<file path="config.mk">
export PLATFORM = sky130hd
export DESIGN_NAME = sdmod_mult
export DESIGN_NICKNAME = d
export VERILOG_FILES = /design/src/rtl/sdmod_mult.sv
export SDC_FILE = /design/constraint.sdc
export NUM_CORES = 1
export LEC_CHECK = 0
export BUFFER_PORTS_ARGS = -buffer_cell sky130_fd_sc_hd__buf_2
export CORE_MARGIN = 2
export CORE_UTILIZATION = 65
export DETAILED_ROUTE_END_ITERATION = 8
export GPL_ROUTABILITY_DRIVEN = 1
export PLACE_DENSITY = 0.86
export SLEW_MARGIN = 20
export SYNTH_ARGS = -nofsm -noshare
export SYNTH_HDL_FRONTEND = slang
export SYNTH_SLANG_ARGS = --single-unit
export TNS_END_PERCENT = 50
</file>
<file path="constraint.sdc">
create_clock -name clk -period 1 [get_ports clk]
set_clock_uncertainty 0.2 [all_clocks]
set_input_delay 0.1 -clock clk [delete_from_list [all_inputs] [get_ports clk]]
set_output_delay 0.1 -clock clk [all_outputs]
set_load 0.1 [all_outputs]
</file>
<file path="src/rtl/sdmod_mult.sv">
module sdmod_mult #(
  parameter int DIGITS   = 4,
  parameter int MOD_KIND = 1,
  parameter bit OUT_REG  = 1'b1
) (
  input  logic                  clk,
  input  logic                  rst_n,
  input  logic [3*DIGITS-1:0]   x_i,
  input  logic [3*DIGITS-1:0]   y_i,
  output logic [3*DIGITS-1:0]   z_o
);
  localparam int W   = 3 * DIGITS;
  localparam int LEV = $clog2(DIGITS);

  typedef logic [W-1:0] vec_t;

  function automatic int dg(vec_t v, int j);
    return int'($signed(v[3*j +: 3]));
  endfunction

  function automatic logic [2:0] enc(int d);
    return 3'(d);
  endfunction

  // weight of 4^DIGITS folded back onto digit 0
  function automatic int fold(int c);
    if (MOD_KIND == 1) return c;
    if (MOD_KIND == 2) return -c;
    return 0;
  endfunction

  function automatic bit in_range(vec_t v, int lim);
    for (int j = 0; j < DIGITS; j++)
      if (dg(v, j) > lim || dg(v, j) < -lim) return 1'b0;
    return 1'b1;
  endfunction

  function automatic vec_t part(vec_t x, int yd, int sh);
    int   q;
    int   cin;
    int   t [DIGITS];
    int   l [DIGITS];
    vec_t d;
    vec_t r;
    for (int j = 0; j < DIGITS; j++) begin
      q    = dg(x, j) * yd;
      t[j] = (q >= 3) ? 1 : ((q <= -3) ? -1 : 0);
      l[j] = q - 4 * t[j];
    end
    cin = fold(t[DIGITS-1]);
    for (int j = 0; j < DIGITS; j++) begin
      d[3*j +: 3] = enc(l[j] + cin);
      cin = t[j];
    end
    for (int k = 0; k < DIGITS; k++) begin
      if (k >= sh) r[3*k +: 3] = d[3*(k-sh) +: 3];
      else         r[3*k +: 3] = enc(fold(dg(d, DIGITS - sh + k)));
    end
    return r;
  endfunction

  function automatic vec_t madd(vec_t a, vec_t b);
    int   s;
    int   cin;
    int   t [DIGITS];
    int   w [DIGITS];
    vec_t r;
    for (int j = 0; j < DIGITS; j++) begin
      s    = dg(a, j) + dg(b, j);
      t[j] = (s >= 2) ? 1 : ((s <= -2) ? -1 : 0);
      w[j] = s - 4 * t[j];
    end
    cin = fold(t[DIGITS-1]);
    for (int j = 0; j < DIGITS; j++) begin
      r[3*j +: 3] = enc(w[j] + cin);
      cin = t[j];
    end
    return r;
  endfunction

  function automatic vec_t ripple(vec_t v, int cin, output int cout);
    int   u;
    int   c;
    vec_t r;
    c = cin;
    for (int j = 0; j < DIGITS; j++) begin
      u = dg(v, j) + c;
      if (u > 2) begin
        u = u - 4;
        c = 1;
      end else if (u < -2) begin
        u = u + 4;
        c = -1;
      end else begin
        c = 0;
      end
      r[3*j +: 3] = enc(u);
    end
    cout = c;
    return r;
  endfunction

  vec_t node [0:LEV][0:DIGITS-1];
  vec_t root;
  vec_t e1, e2, res;
  int   c1, c2, c3;

  for (genvar i = 0; i < DIGITS; i++) begin : g_pp
    assign node[0][i] = part(x_i, dg(y_i, i), i);

    p_pp_range_r3: assert property (@(posedge clk) disable iff (!rst_n)
      in_range(node[0][i], 3))
      else $error("partial product %0d left {-3..3}", i);
  end

  for (genvar l = 1; l <= LEV; l++) begin : g_lvl
    localparam int NP = (DIGITS + (1 << (l-1)) - 1) >> (l-1);
    for (genvar k = 0; k < DIGITS; k++) begin : g_node
      if (2*k + 1 < NP) begin : g_add
        assign node[l][k] = madd(node[l-1][2*k], node[l-1][2*k+1]);
      end else if (2*k < NP) begin : g_pass
        assign node[l][k] = node[l-1][2*k];
      end else begin : g_idle
        assign node[l][k] = '0;
      end
    end
  end

  assign root = node[LEV][0];

  always_comb begin
    e1  = ripple(root, 0, c1);
    e2  = ripple(e1, fold(c1), c2);
    res = ripple(e2, fold(c2), c3);
  end

  if (OUT_REG) begin : g_reg
    vec_t z_q;
    always_ff @(posedge clk or negedge rst_n) begin
      if (!rst_n) z_q <= '0;
      else        z_q <= res;
    end
    assign z_o = z_q;

    p_reg_hold_r5: assert property (@(posedge clk) disable iff (!rst_n)
      $past(rst_n) && $stable(x_i) && $stable(y_i) |=> $stable(z_o))
      else $error("registered product moved with steady operands");
  end else begin : g_comb
    assign z_o = res;
  end

  p_in_digits_r1: assert property (@(posedge clk) disable iff (!rst_n)
    in_range(x_i, 2) && in_range(y_i, 2))
    else $error("operand digit outside {-2..2}");

  p_out_digits_r1: assert property (@(posedge clk) disable iff (!rst_n)
    in_range(z_o, 2))
    else $error("output digit outside {-2..2}");

  p_root_range_r4: assert property (@(posedge clk) disable iff (!rst_n)
    in_range(root, 3))
    else $error("tree sum digit outside {-3..3}");

  p_no_overflow_r7: assert property (@(posedge clk) disable iff (!rst_n)
    c3 == 0)
    else $error("normalisation left a carry");

  p_zero_r6: assert property (@(posedge clk) disable iff (!rst_n)
    (x_i == '0 || y_i == '0) |-> res == '0)
    else $error("zero operand gave nonzero product");

endmodule

</file>
==> results of run 1 <==
## layer usage
metal  overflow  GRT usage, %
met2         38          89.5
met5          0          12.3
met3          2          56.0
met4         34          77.7
met1          1          69.1
## synthesized netlist by cell type, types with 4 or more instances
| cell | count | area [sq um] |
|---|---|---|
| nor2_1 | 64 | 240 |
| inv_1 | 225 | 845 |
| a21oi_1 | 29 | 145 |
| nand4b_1 | 21 | 184 |
| nand2b_1 | 42 | 263 |
| nand4_1 | 18 | 113 |
| or2_2 | 9 | 56.3 |
| o21bai_1 | 18 | 135 |
| nor4bb_1 | 13 | 130 |
| nor4_1 | 4 | 25.0 |
| clkbuf_1 | 19 | 71.3 |
| nor3b_1 | 4 | 30.0 |
| a41oi_1 | 7 | 61.3 |
| a31oi_1 | 10 | 62.6 |
| fa_1 | 235 | 4700 |
| and3_1 | 9 | 56.3 |
| nor3_1 | 18 | 90.1 |
| o21ai_0 | 18 | 90.1 |
| dfrtp_1 | 12 | 300 |
| a21o_1 | 22 | 165 |
| nand3_1 | 18 | 90.1 |
| a211oi_1 | 8 | 60.1 |
| mux2_2 | 6 | 67.6 |
| xnor2_1 | 140 | 1230 |
| a41o_1 | 5 | 50.1 |
| ha_1 | 233 | 2920 |
| xor2_1 | 39 | 342 |
| nand2_1 | 86 | 323 |
| nor2b_1 | 7 | 43.8 |
| nor4b_1 | 9 | 78.8 |
| mux2i_1 | 15 | 150 |
| and2_1 | 73 | 457 |
## through the flow
stage	TNS (ns)	hold WS (ns)
after CTS	-354.92	0.103
after floorplan	-355.27	-0.396
after detailed placement	-370.57	-0.203
after global placement	-342.81	-0.218
## repair_timing
action / 4_1_cts
pin swaps: 108
hold buffers: 1
hold endpoints to repair: 12
setup buffers: 48
setup endpoints to repair: 24
gates resized for setup: 114
## cell families after synthesis
logic type | Yosys count
xor gates and xnor gates | 181
adders and majority gates | 468
buffers and inverters | 250
muxes | 21
DFF | 12
AOI/OAI and AO/OA | 144
and+or+nand+nor | 409
==> results.md, run 1 <==
* Outcome: stopped before the end
* Halt Stage: global routing
* Run-stopping error: [ERROR GRT-0116] Global routing finished with congestion. Check the congestion regions in the DRC Viewer.
* Largest family of logic cells by synthesized area: adder cells
* CTS H-tree lvls at 1
* Mean Syn Cell Area at 9.42 sq um
* Synth cell types at 63
* Post-synthesis async set-or-reset flop share at 100%
* TritonCTS Buffers at 3
* Syn Std Cell Area at 0.0140 sq mm
* DP Cell Count at 2168
* Gr usage total at 71.7%
* Largest net degree at the start of global routing at 13
* First-pass GRT wire length at 120000 um
* Root Driver: clkbuf_16
* Chip height at 151 um
* Post-Place Setup Slack at -35.61 ns
* Synth Area in Simple Gates at 16.4%
* Port bufs at 37
* FF+latch count, synth at 12
* Vias in the first global route at 19300
* Synth Area in Adders at 54.5%
* DP Area at 0.0182 sq mm
* Xor-xnor portion of the synthesized cell area at 11.4%
* Post-synthesis mux area share at 1.56%
* Initial Utilization at 66.4%
* Chip Width at 151 um
* Mapped Cells at 1485
* Sequential share of the synthesized area at 2.15%
* Clk buf depth at 2
* Compound-Gate Fraction of Synth Area at 7.29%
* Syn_nets at 1979
* GPL Wtd Cong at 0.918
* Total number of yosys warnings at 0
* I/O pin count at 38
* Site Rows at 53
* Post-synth EDFFs at 0
* Total clock sinks at 12
* DP HPWL at 38100 um
* Grt ovf at 75
* Main synth FF type: dfrtp_1
==> run 2, diff against run 1 <==
--- a/config.mk
+++ b/config.mk
@@ -7,10 +7,10 @@
 export LEC_CHECK = 0
 export BUFFER_PORTS_ARGS = -buffer_cell sky130_fd_sc_hd__buf_2
 export CORE_MARGIN = 2
-export CORE_UTILIZATION = 65
+export CORE_UTILIZATION = 40
 export DETAILED_ROUTE_END_ITERATION = 8
 export GPL_ROUTABILITY_DRIVEN = 1
-export PLACE_DENSITY = 0.86
+export PLACE_DENSITY_LB_ADDON = 0.15
 export SLEW_MARGIN = 20
 export SYNTH_ARGS = -nofsm -noshare
 export SYNTH_HDL_FRONTEND = slang
==> run 2 against run 1 <==
The flow now finishes, with violations (negative setup slack). Synthesized cell count is the same. Area after synthesis is the same.
==> results.md, run 2 <==
* Area Growth Syn to Fin at 41.2%
* Most frequent CP cell: fa_2
* RSZ-0062 raised after global routing: true
* Area fraction of the dominant cell type after synthesis at 33.6%
* Post-synth EDFFs at 0
* Commonest non-fill, non-tap cell in the layout: buf_4
* Final ANT Viol Nets at 0
* Max reg flops at 12
* Clk buf depth at 2
* Crit. End Element: flop
* Total number of yosys warnings at 0
* Vias post-DR at 11500
* Violated checks: negative setup slack
* Outcome: finished, violations left
* TritonRoute pass-1 iters at 4
* Residual DRC count at 0
* I/O pin count at 38
* FF+latch count, synth at 12
* Sequential cell area at 300 sq um
* Count leader, synth: fa_1
* Port bufs at 37
* Largest net degree at the start of global routing at 13
* Layout cell share with drive strength beyond 1 at 38.9%
* Tightest Pin Transition at 0.581 ns
* Vias per cell at 4.74
* Max transition margin at 61.0%
* Initial Utilization at 40.6%
* Most frequent cells in the layout: buf_4 (463), ha_1 (196), inv_1 (191)
* DP HPWL at 29500 um
* Vias in the first global route at 12600
* Post-synth top cells: fa_1 (235), ha_1 (233), inv_1 (225), xnor2_1 (140), nand2_1 (86)
* Post-Place Setup Slack at -34.13 ns
* Initial antenna violation count at 1
* Final setup viols at 24
* Syn Std Cell Area at 0.0140 sq mm
* Sequential share of the synthesized area at 2.15%
* Chip height at 191 um
* TritonCTS Buffers at 3
* Fmax at 29.4 MHz
* DP Area at 0.0186 sq mm
* Total wire length at 34000 um
* Crit Path Class: in2reg
* Crit path DAT at 33.96 ns
* Fin. Hold Viols at 0
* DP Cell Count at 2368
* Crit-path slowest cell: fa_1
* First-pass GRT wire length at 58700 um
* Worst-path fanout max at 4
* Die area at 0.0365 sq mm
* Mapped Cells at 1485
* Final instance area at 0.0198 sq mm
* N_diodes at 0
* CTS H-tree lvls at 1
* Mean Syn Cell Area at 9.42 sq um
* Post-synthesis async set-or-reset flop share at 100%
* Dominant cell type by area after synthesis: fa_1
* Synth cell types at 63
* GPL Wtd Cong at 0.828
* Max_cap viols at 0
* Nets at 2470
* Site Rows at 68
* CTS clk-pin slew, worst paths at 0.04 ns
* Synth top area cells: fa_1 (34%), ha_1 (21%), xnor2_1 (8.8%)
* Main synth FF type: dfrtp_1
* Fill cells at 3049
* Min Clock Period, post-route at 34.00 ns
* Gr usage total at 19.5%
* Pins over their slew limit at 0
* Final WS setup at -33.00 ns
* Total clock sinks at 12
* HP Class: in2async
* Grt ovf at 0
* Crit path required time at 0.95 ns
* CP Launch Type: input port
* Initial drt markers at 233
* Multi-input gate area at 0.0139 sq mm
* WL per Instance at 14.0 um
* CTS tree: yes
* Core box area at 0.0345 sq mm
* Syn_nets at 1979
* Crit share post-route at 3400%
* Setup TNS at -344.55 ns
* Chip Width at 191 um
* Max incr delay on CP at 0.58 ns
* Root Driver: clkbuf_16
* Final cell count without fillers at 2429
[run 2: final timing paths]
path / startpoint / to / slack (ns) / depth (start not counted)
min in group clk: z_o[5] / z_o[5] / 0.67 / 1
worst max-delay path: y_i[5] / z_o[11] / -33.00 / 165
max in group asynchronous: rst_n / z_o[2] / 0.31 / 2
worst min-delay path: rst_n / z_o[8] / 0.07 / 2
[run 2: cells by family (layout without fill, tap and decap cells)]
| group | Yosys count | after routing | synth area share (%) |
|---|---|---|---|
| flops | 12 | 12 | 2.15 |
| fa+ha+maj | 468 | 468 | 54.5 |
| buf+inv | 250 | 739 | 6.71 |
| xor+xnor | 181 | 181 | 11.4 |
| simple gates | 409 | 409 | 16.4 |
| mux | 21 | 21 | 1.56 |
| compound gates | 144 | 144 | 7.29 |
[run 2: area by class of cell]
cell class                 count  share of cell area (%)
multi-input combinational   1223                    70.6
timing repair buffer         507                    20.1
inverter                     229                    4.52
tap                          455                    2.88
sequential                    12                    1.52
clock buffer                   3                   0.380
[run 2: through the flow]
stage          hold WS [ns]  utilization, %
2_1_floorplan        -0.396               -
3_3_place_gp         -0.213            54.0
3_5_place_dp         -0.210            54.0
4_1_cts              0.0802            55.7
5_1_grt               0.119            57.3
6_report             0.0748            57.3
[run 2: what timing repair did]
action,in CTS,in global routing
setup endpoints to repair,24,24
pin swaps,73,74
hold endpoints to repair,12,0
buffers inserted,36,25
hold buffers,1,0
gates resized for setup,58,100
[run 2: critical path, delay by kind of cell]
| family | cells | cell delay (ns) |
|---|---|---|
| adder cells (fa/ha/maj) | 57 | 16.75 |
| AND/OR/NAND/NOR | 35 | 6.52 |
| AO/OA/AOI/OAI | 32 | 6.22 |
| buffers and inverters | 27 | 1.99 |
| XOR/XNOR | 12 | 1.93 |
| multiplexers | 2 | 0.40 |
[run 2: routing by layer]
layer	vias to the layer above	GRT usage, %	part of all wire, %
li1	5783	-	-
met1	5600	24.4	44
met2	96	38.2	54
met3	25	0.532	1.1
met4	0	2.15	1.4
met5	-	0	0
Power of run 2 is not shown: default switching activity piles up to over one toggle a cycle in this logic, so the estimate is an artifact.
==> run 3, diff against run 2 <==
--- a/config.mk
+++ b/config.mk
@@ -6,8 +6,10 @@
 export NUM_CORES = 1
 export LEC_CHECK = 0
 export BUFFER_PORTS_ARGS = -buffer_cell sky130_fd_sc_hd__buf_2
+export CELL_PAD_IN_SITES_DETAIL_PLACEMENT = 0
+export CELL_PAD_IN_SITES_GLOBAL_PLACEMENT = 2
 export CORE_MARGIN = 2
-export CORE_UTILIZATION = 40
+export CORE_UTILIZATION = 30
 export DETAILED_ROUTE_END_ITERATION = 8
 export GPL_ROUTABILITY_DRIVEN = 1
 export PLACE_DENSITY_LB_ADDON = 0.15
==> run 3 against run 2 <==
The flow still finishes with violations (negative setup slack). Maximum frequency grew 1.0%. Sequential share of layout area is essentially flat. Final cell count grew 6.8%. Sequential cell count is the same. Via count shrank 0.35%. Worst hold slack gained 0.011 ns. Count of clock-buffer cells in the layout grew 1. Global-route usage shrank 4.0 points. First-iteration DRC count grew 43%. Worst setup slack gained 0.34 ns. Routed wire length grew 5.5%. Critical path type unchanged.
==> results.md, run 3 (synthesized netlist as in run 2, its figures left out) <==
* Outcome: finished, violations left
* Violated checks: negative setup slack
* Final ANT Viol Nets at 0
* HP Class: in2async
* Max incr delay on CP at 0.54 ns
* Multi-input gate area at 0.0139 sq mm
* Sequential cell area at 300 sq um
* CTS tree: yes
* Total wire length at 35900 um
* Final Util at 43.2%
* CP Depth at 162
* Grt ovf at 0
* First-pass GRT wire length at 61400 um
* Crit-path slowest cell: fa_1
* Crit path DAT at 33.63 ns
* Site Rows at 79
* Crit path required time at 0.96 ns
* Most frequent cells in the layout: buf_4 (471), ha_1 (203), inv_1 (197)
* Fill cells at 4592
* Max reg flops at 12
* Vias post-DR at 11500
* Pins over their slew limit at 0
* Worst-path fanout max at 4
* Metal-1 WL at 16000 um
* Fin. Hold Viols at 0
* Most frequent CP cell: fa_2
* GPL Wtd Cong at 0.785
* Min Clock Period, post-route at 33.66 ns
* WL met2 at 19200 um
* Nets at 2481
* Fmax at 29.7 MHz
* Area Growth Syn to Fin at 42.7%
* Top cell family by delay on the critical path: adder cells
* WL per Instance at 13.8 um
* Clk buf depth at 2
* Largest net degree at the start of global routing at 13
* Initial drt markers at 334
* Initial antenna violation count at 1
* Crit share post-route at 3370%
* Vias per cell at 4.42
* Met3 WL at 307 um
* Tightest Pin Transition at 0.561 ns
* Commonest non-fill, non-tap cell in the layout: buf_4
* Total clock sinks at 12
* Port bufs at 37
* Crit. End Element: flop
* Buffer and inverter count on the worst path at 26
* CP Launch Type: input port
* Final setup viols at 24
* DP HPWL at 32100 um
* Core box area at 0.0463 sq mm
* CTS H-tree lvls at 1
* Initial Utilization at 30.2%
* I/O pin count at 38
* CTS clk-pin slew, worst paths at 0.05 ns
* Max transition margin at 62.4%
* Chip height at 220 um
* Root Driver: clkbuf_16
* Vias in the first global route at 12300
* Chip Width at 220 um
* Top sig layer: met4
* TritonRoute pass-1 iters at 4
* Max_cap viols at 0
* Crit Path Class: in2reg
* RSZ-0062 raised after global routing: true
* Final WS setup at -32.66 ns
* Gr usage total at 15.6%
* TritonCTS Buffers at 3
* Layout cell share with drive strength beyond 1 at 38.1%
* Die area at 0.0484 sq mm
* Residual DRC count at 0
run 3: layout make-up:
cell class / count / area share, %
Timing Repair Buffer: 518 / 20.3
Multi-Input combinational cell: 1223 / 69.5
Sequential cell: 12 / 1.50
Clock buffer: 4 / 0.445
Inverter: 229 / 4.47
Antenna cell: 1 / 0.0125
Tap cell: 607 / 3.80
run 3: worst max-delay path by stage:
stage	slack (ns)	endpoint	start
after floorplan	-33.89	z_o[11]	x_i[2]
after global placement	-33.40	z_o[11]	x_i[2]
after detailed placement	-33.77	z_o[11]	x_i[4]
after CTS	-33.02	z_o[11]	x_i[2]
after global routing	-34.59	z_o[11]	x_i[11]
final	-32.66	z_o[11]	x_i[2]
run 3: timing repair:
action,4_1_cts,5_1_grt
hold buffers,1,0
buffers inserted,23,24
pin swaps,54,43
setup endpoints to repair,24,24
endpoints found under the hold margin,12,0
resized for setup,43,86
run 3: through the flow:
stage | TNS (ns) | instance area (sq um) | std cells | hold WS [ns] | setup slack (ns)
4_1_cts | -346.01 | 19400 | 2572 | 0.0809 | -33.02
6_report | -342.09 | 20000 | 2594 | 0.0857 | -32.66
3_5_place_dp | -353.52 | 19000 | 2544 | -0.198 | -33.77
2_1_floorplan | -355.27 | 14700 | 1485 | -0.396 | -33.89
5_1_grt | -361.74 | 20000 | 2594 | 0.120 | -34.59
3_3_place_gp | -348.90 | 19000 | 2544 | -0.206 | -33.40
run 3: per-layer routing:
metal	vias up	track usage [%]
met5	-	0
met4	0	1.21
met3	14	0.373
met2	59	30.0
met1	5578	20.0
li1	5813	-
Power of run 3 is left out for the same reason.
